File: src/rtl/wvc_pkg.sv
package wvc_pkg;
  typedef enum logic [1:0] {
    ST_RUN   = 2'd0,
    ST_SLEEP = 2'd1,
    ST_POST  = 2'd2
  } wvc_state_t;
endpackage

File: src/rtl/wvc_wake_detect.sv
// Captures the enable mask at sleep entry and forms the raw (asynchronous) wake request.
module wvc_wake_detect #(
  parameter int NSRC = 4
) (
  input  logic            clk,
  input  logic            rst,
  input  logic            capture,
  input  logic            drop,
  input  logic [NSRC-1:0] irq_en,
  input  logic [NSRC-1:0] irq_pend,
  output logic            wake_raw
);
  logic [NSRC-1:0] mask_q;
  logic [NSRC-1:0] hit;

  always_ff @(posedge clk) begin
    if (rst)          mask_q <= '0;
    else if (capture) mask_q <= irq_en;
    else if (drop)    mask_q <= '0;
  end

  for (genvar i = 0; i < NSRC; i++) begin : g_src
    assign hit[i] = irq_pend[i] & mask_q[i];
  end

  assign wake_raw = |hit;
endmodule

File: src/rtl/wvc_sync.sv
// Multi-flop synchronizer with a synchronous flush.
module wvc_sync #(
  parameter int STAGES = 2
) (
  input  logic clk,
  input  logic rst,
  input  logic flush,
  input  logic din,
  output logic dout
);
  logic [STAGES-1:0] chain_q;

  always_ff @(posedge clk) begin
    if (rst || flush) chain_q <= '0;
    else              chain_q <= {chain_q[STAGES-2:0], din};
  end

  assign dout = chain_q[STAGES-1];
endmodule

File: src/rtl/wvc_gie.sv
// Global interrupt enable register; any clear wins over a set.
module wvc_gie (
  input  logic clk,
  input  logic rst,
  input  logic sw_set,
  input  logic sw_clr,
  input  logic vec_clr,
  output logic gie_q
);
  always_ff @(posedge clk) begin
    if (rst)                   gie_q <= 1'b0;
    else if (sw_clr || vec_clr) gie_q <= 1'b0;
    else if (sw_set)           gie_q <= 1'b1;
  end
endmodule

File: src/rtl/wake_vector_ctrl.sv
module wake_vector_ctrl
  import wvc_pkg::*;
#(
  parameter int NSRC        = 4,
  parameter int SYNC_STAGES = 2
) (
  input  logic            clk,
  input  logic            rst,
  input  logic            sleep_req,
  input  logic            instr_done,
  input  logic [NSRC-1:0] irq_pend,
  input  logic [NSRC-1:0] irq_en,
  input  logic            gie_set,
  input  logic            gie_clr,
  output logic            core_halt,
  output logic            wake_pulse,
  output logic            vec_req,
  output logic            gie
);
  wvc_state_t state_q;
  logic halt_q, wake_q, vec_q;
  logic now_wake, accept, take_vec, wake_raw, wake_sync;

  // Immediate-wake test uses live enables while the clock is running.
  assign now_wake = |(irq_pend & irq_en);
  assign accept   = (state_q == ST_RUN) && sleep_req;
  assign take_vec = (state_q == ST_POST) && instr_done && gie;

  wvc_wake_detect #(.NSRC(NSRC)) u_detect (
    .clk      (clk),
    .rst      (rst),
    .capture  (accept && !now_wake),
    .drop     (state_q == ST_POST),
    .irq_en   (irq_en),
    .irq_pend (irq_pend),
    .wake_raw (wake_raw)
  );

  wvc_sync #(.STAGES(SYNC_STAGES)) u_sync (
    .clk   (clk),
    .rst   (rst),
    .flush (accept),
    .din   (wake_raw),
    .dout  (wake_sync)
  );

  wvc_gie u_gie (
    .clk     (clk),
    .rst     (rst),
    .sw_set  (gie_set),
    .sw_clr  (gie_clr),
    .vec_clr (take_vec),
    .gie_q   (gie)
  );

  always_ff @(posedge clk) begin
    if (rst) begin
      state_q <= ST_RUN;
      halt_q  <= 1'b0;
      wake_q  <= 1'b0;
      vec_q   <= 1'b0;
    end else begin
      wake_q <= 1'b0;
      vec_q  <= take_vec;
      unique case (state_q)
        ST_RUN: begin
          if (sleep_req) begin
            if (now_wake) begin
              state_q <= ST_POST;
              wake_q  <= 1'b1;
            end else begin
              state_q <= ST_SLEEP;
              halt_q  <= 1'b1;
            end
          end
        end
        ST_SLEEP: begin
          if (wake_sync) begin
            state_q <= ST_POST;
            halt_q  <= 1'b0;
            wake_q  <= 1'b1;
          end
        end
        ST_POST: begin
          if (instr_done) state_q <= ST_RUN;
        end
        default: state_q <= ST_RUN;
      endcase
    end
  end

  assign core_halt  = halt_q;
  assign wake_pulse = wake_q;
  assign vec_req    = vec_q;
endmodule

File: config.mk
export PLATFORM = sky130hd
export DESIGN_NAME = wake_vector_ctrl
export DESIGN_NICKNAME = d
export VERILOG_FILES = /design/src/rtl/wvc_pkg.sv /design/src/rtl/wvc_wake_detect.sv /design/src/rtl/wvc_sync.sv /design/src/rtl/wvc_gie.sv /design/src/rtl/wake_vector_ctrl.sv
export SDC_FILE = /design/constraint.sdc
export NUM_CORES = 1
export LEC_CHECK = 0
export ABC_CLOCK_PERIOD_IN_PS = 1930
export BUFFER_PORTS_ARGS = -buffer_cell sky130_fd_sc_hd__buf_2
export CAP_MARGIN = 15
export CELL_PAD_IN_SITES_DETAIL_PLACEMENT = 0
export CELL_PAD_IN_SITES_GLOBAL_PLACEMENT = 2
export CORE_UTILIZATION = 29
export CTS_CLUSTER_SIZE = 8
export DETAILED_ROUTE_END_ITERATION = 10
export PLACE_DENSITY = 0.81
export SKIP_LAST_GASP = 1
export SLEW_MARGIN = 10
export SYNTH_ARGS = -nofsm -noshare
export SYNTH_HDL_FRONTEND = slang
export SYNTH_SLANG_ARGS = --single-unit
File: constraint.sdc
create_clock -name clk -period 1.93 [get_ports clk]
set_input_delay 0.0965 -clock clk [delete_from_list [all_inputs] [get_ports clk]]
set_output_delay 0.0965 -clock clk [all_outputs]
set_load 0.05 [all_outputs]
* After elaboration in Yosys (flattened, before gate mapping)
Cells that the tools add are included.
** Storage, ports and cells
- Logic and storage cells :: 48
- Bits in registers :: 12
- Output and inout port bits :: 4
- Input bits :: 14
** Cells by class
- Bitwise logic cells :: 5
- Muxes and demuxes :: 15
- Eq/ne operators :: 6
- Reductions and logical operators :: 15
** Operator list (number)
- 2-to-1 mux 2 bit :: 4
- 2-to-1 mux 4 bit :: 2
- OR reduction 4 bit :: 2
- 2-to-1 mux 1 bit :: 6
- != test 2 bit (second input constant) :: 3
- one-hot mux 2 bit (3 select lines) :: 1
- AND 1 bit :: 4
- AND 4 bit :: 1
- logical AND 1 bit :: 4
- one-hot mux 1 bit (2 select lines) :: 2
- AND reduction 4 bit :: 1
- nonzero test 2 bit :: 2
- AND reduction 3 bit :: 1
- == test 2 x 1 -> 1 bit (second input constant) :: 1
- == test 2 bit (second input constant) :: 1
- logical NOT 2 bit :: 1
- logical OR 1 bit :: 2
- != test 2 x 1 -> 1 bit (second input constant) :: 1
- OR reduction 2 bit :: 1
- logical NOT 1 bit :: 1

* Depth between registers and ports, before layout
- Depth in word-level cells :: 5
- Depth in mapped cells :: 3
- Mapped depth without buffers :: 3

* Modules after synthesis
Synthesis repeated with hierarchy kept, for this count alone.
** Unflattened totals
- Cells, all modules :: 56
- Area, all modules :: 534.3 µm²
** By module, submodules not included
- wake_vector_ctrl :: sequential area each 100.1 µm², cells each 30, area each 274.0 µm², times used 1
- wvc_wake_detect :: sequential area each 80.1 µm², cells each 19, area each 168.9 µm², times used 1
- wvc_sync :: sequential area each 40.0 µm², cells each 4, area each 55.1 µm², times used 1
- wvc_gie :: sequential area each 20.0 µm², cells each 3, area each 36.3 µm², times used 1

* Worst setup path before layout
No wires, ideal clock.
- Kind :: register -> register
- Start point :: register state_q[0]
- End point :: register u_detect.mask_q[0]
- Data arrival time :: 0.916 ns
- Period minus slack after synthesis :: 1.038 ns
- Setup slack :: 0.892 ns
- Data required time :: 1.808 ns
- Stages on the path, launching flop included :: 4
- Setup time :: 0.122 ns
- Buffers on the path :: 0
- Cells stage by stage :: dfxtp_1 -> nor3b_2 -> nand3_2 -> mux2i_1
** On the way
- Cells in the longest elaborated chain, start to end :: 4
- Elaborated cells between the ends (all ways) :: 6
- Classes of those cells :: eq/ne: 1; mux: 1; reduce/logical: 4
** Ends and longest elaborated chain
- start: declaration :: line wake_vector_ctrl.sv:20 : wvc_state_t state_q;
- start signal: assignment :: line wake_vector_ctrl.sv:58 : state_q <= ST_RUN;
- start signal: assignment :: line wake_vector_ctrl.sv:69 : state_q <= ST_POST;
- start signal: assignment :: line wake_vector_ctrl.sv:72 : state_q <= ST_SLEEP;
- logical NOT 2 bit :: line wake_vector_ctrl.sv:26 : assign accept = (state_q == ST_RUN) && sleep_req;
- logical AND 1 bit :: line wake_vector_ctrl.sv:26
- logical AND 1 bit :: line wake_vector_ctrl.sv:32 : .capture (accept && !now_wake),
- 2-to-1 mux 4 bit or nonzero test 2 bit (tied branches)
- end signal: assignment :: line wvc_wake_detect.sv:18 : else if (capture) mask_q <= irq_en;
- end: declaration :: line wvc_wake_detect.sv:13 : logic [NSRC-1:0] mask_q;
Parallel ways exist; a longest one is shown, timed or not.
A chain may end at the register's enable or synchronous reset.

* Worst setup path after layout
- Start point :: register state_q[0]
- End point :: register u_detect.mask_q[3]
The elaborated chain is that of the path after synthesis.

==> results.toml <==
[run_status]
outcome = "finished, final reports clean"

[grt]
grt_use_total_pct = 12.6
grt_pass1_wl_microns = 1770
grt_overflow_total = 0
grt_pass1_vias = 411
antenna_found_initial = 0
grt_max_degree = 17

[cts]
h-tree-depth = 1
clock_path_buffers = 2
numCtsBuffers = 3
cts_tree = "built"
cts_setup_buffers = 0
hold_buffers = 1
cts_resized = 0
cts_root_buf = "clkbuf_4"
cts.sinks = 12
path_clk_slew_ns = 0.08
insertion_delay_ns = 0.28

[floorplanning]
die_h_microns = 44.9
core.rowCount = 15
die_w_microns = 44.9
dieArea_sq_um = 2010
core_area_sq_um = 1730
start_util_pct = 30.9
ios = 18

[hold_path]
hold_path.class = "in2reg"

[routing]
drcViolationCount = 0
wire_per_inst_microns = 10.8
drt_iter0_markers = 4
vias = 466
viasPerCell = 4.71
first_pass_iters = 4
routed_wl_microns = 1070
antenna_left = 0

[pwr]
fin_total_pwr_uw = 564
irDropWorstVdd_v = 0.000471
p_leak_nw = 0.304
cellPowerDensity_nw_per_um2 = 816

[timing]
finalHoldViolCount = 0
period_minus_slack_ns = 1.17
max_freq_mhz = 852
finalClockSkew_ns = 0.00218
finalSetupViolCount = 0
finalCritPeriodShare_pct = 60.8
tightestPinTransition_ns = 0.390
timing.hold.ws_ns = 0.0782
setup_tns_ns = 0
slew_headroom_pct = 74.0
finalMaxSlewViolations = 0
rsz0062_at_grt = "no"

[synthesis]
yosysWarnings = 0
netlist_instances = 53
synth_area_leaders = "dfxtp_1 (45%), nand2b_1 (8.2%), mux2i_1 (7.5%), nand3b_1 (7.0%), a22oi_1 (2.8%)"
synth_nets = 67
yosysTopAreaCellShare_pct = 45.1
synth_area_sq_um = 533
synth_seq_area_share_pct = 45.1
yosysUniqueCellTypes = 24
yosysTopAreaCell = "dfxtp_1"
ys_seq_elements = 12
syn_area_per_cell_sq_um = 10.1

[setup_path]
crit_chain = "nor3b_2, nand3_2, mux2i_1"
cp.arrival_ns = 1.34
cp_max_fo = 8
slowest_stage = "dfxtp_1"
cpPeakStageDelay_ns = 0.38
start_kind = "flop"
required_ns = 2.10
end_kind = "flop"
path_class = "reg2reg"

[layout]
finalInstanceArea_sq_um = 692
area_growth_pct = 29.8
layout-drive-gt1-share_pct = 31.1
final_common_cell = "buf_2"
fin_nets = 89
diodes = 0
layout_common_cells = "buf_2 (17), dfxtp_1 (12), nand2b_1 (7)"

[placed_design]
dpl_cell_area_sq_um = 646
port_buffers = 17
hpwlAfterDp_microns = 766
place_congestion = 0.695

[run]
max_cap_violations = 0
synthesized netlist by cell type, drive strengths merged:
cell type  number
a41oi           1
nand3b          5
a21o            1
nor3            2
nand3           1
a21oi           2
dfxtp          12
a221oi          1
nand4b          1
a22oi           2
nand2b          7
nor4bb          1
clkbuf          1
o21ai           1
nand2           2
nor3b           2
a211oi          1
or3             1
mux2i           4
a211o           1
inv             2
a22o            1
a21boi          1
worst max-delay path: cells and delay by family (launching register included):
family / cells / cell delay, ns
flops: 1 / 0.38
mux: 1 / 0.17
simple gates: 2 / 0.51
where the power goes:
part	switching [mW]	leakage [nW]	internal, mW
combinational	0.0481	0.185	0.0391
sequential	0.0107	0.0978	0.260
clock	0.0919	0.0210	0.115
total	0.151	0.304	0.414
per-layer routing:
| metal | global-route usage, % | wire length, microns |
|---|---|---|
| met5 | 0 | 0 |
| met4 | 7.27 | 27 |
| met3 | 3.60 | 63 |
| met2 | 18.2 | 448 |
| met1 | 16.6 | 530 |
metrics by stage:
step                worst slack, ns  util, %  instances
floorplan                     0.892        -         53
global placement              0.793     37.4         94
detailed placement            0.771     37.4         94
CTS                           0.746     40.1         99
global route                  0.654     40.1         99
finish                        0.757     40.1         99
area by class of cell:
class,instances,area [sq um]
multi-input combinational,38,282
clock buffer,4,36.3
inverter,2,7.51
timing repair buffer,18,95.1
tap,25,31.3
sequential,12,240
fill,195,1030
kinds of logic after synthesis:
group                  count (synthesis)  synth area share (%)
and+or+nand+nor                       22                  28.9
AOI/OAI and AO/OA                     12                  16.4
DFF                                   12                  45.1
muxes                                  4                  7.51
buffers and inverters                  3                  2.11
worst paths after layout:
kind / cells after the start / from / slack (ns) / to
worst max-delay path: 3 / state_q[0]$_SDFFE_PP0P_ / 0.76 / u_detect.mask_q[3]$_SDFFE_PP0P_
worst min-delay path: 3 / irq_en[2] / 0.08 / u_detect.mask_q[2]$_SDFFE_PP0P_
worst max register to register: 3 / state_q[0]$_SDFFE_PP0P_ / 0.76 / u_detect.mask_q[3]$_SDFFE_PP0P_
worst min register to register: 2 / core_halt$_SDFFE_PP0P_ / 0.46 / core_halt$_SDFFE_PP0P_
registers in the layout, summed over array words and instances (netlist names):
signal,cells
u_detect.mask_q,4
state_q,2
u_sync.chain_q,2
core_halt,1
u_gie.gie_q,1
vec_req,1
wake_pulse,1
Note: power is estimated with default switching activity, not from simulation.
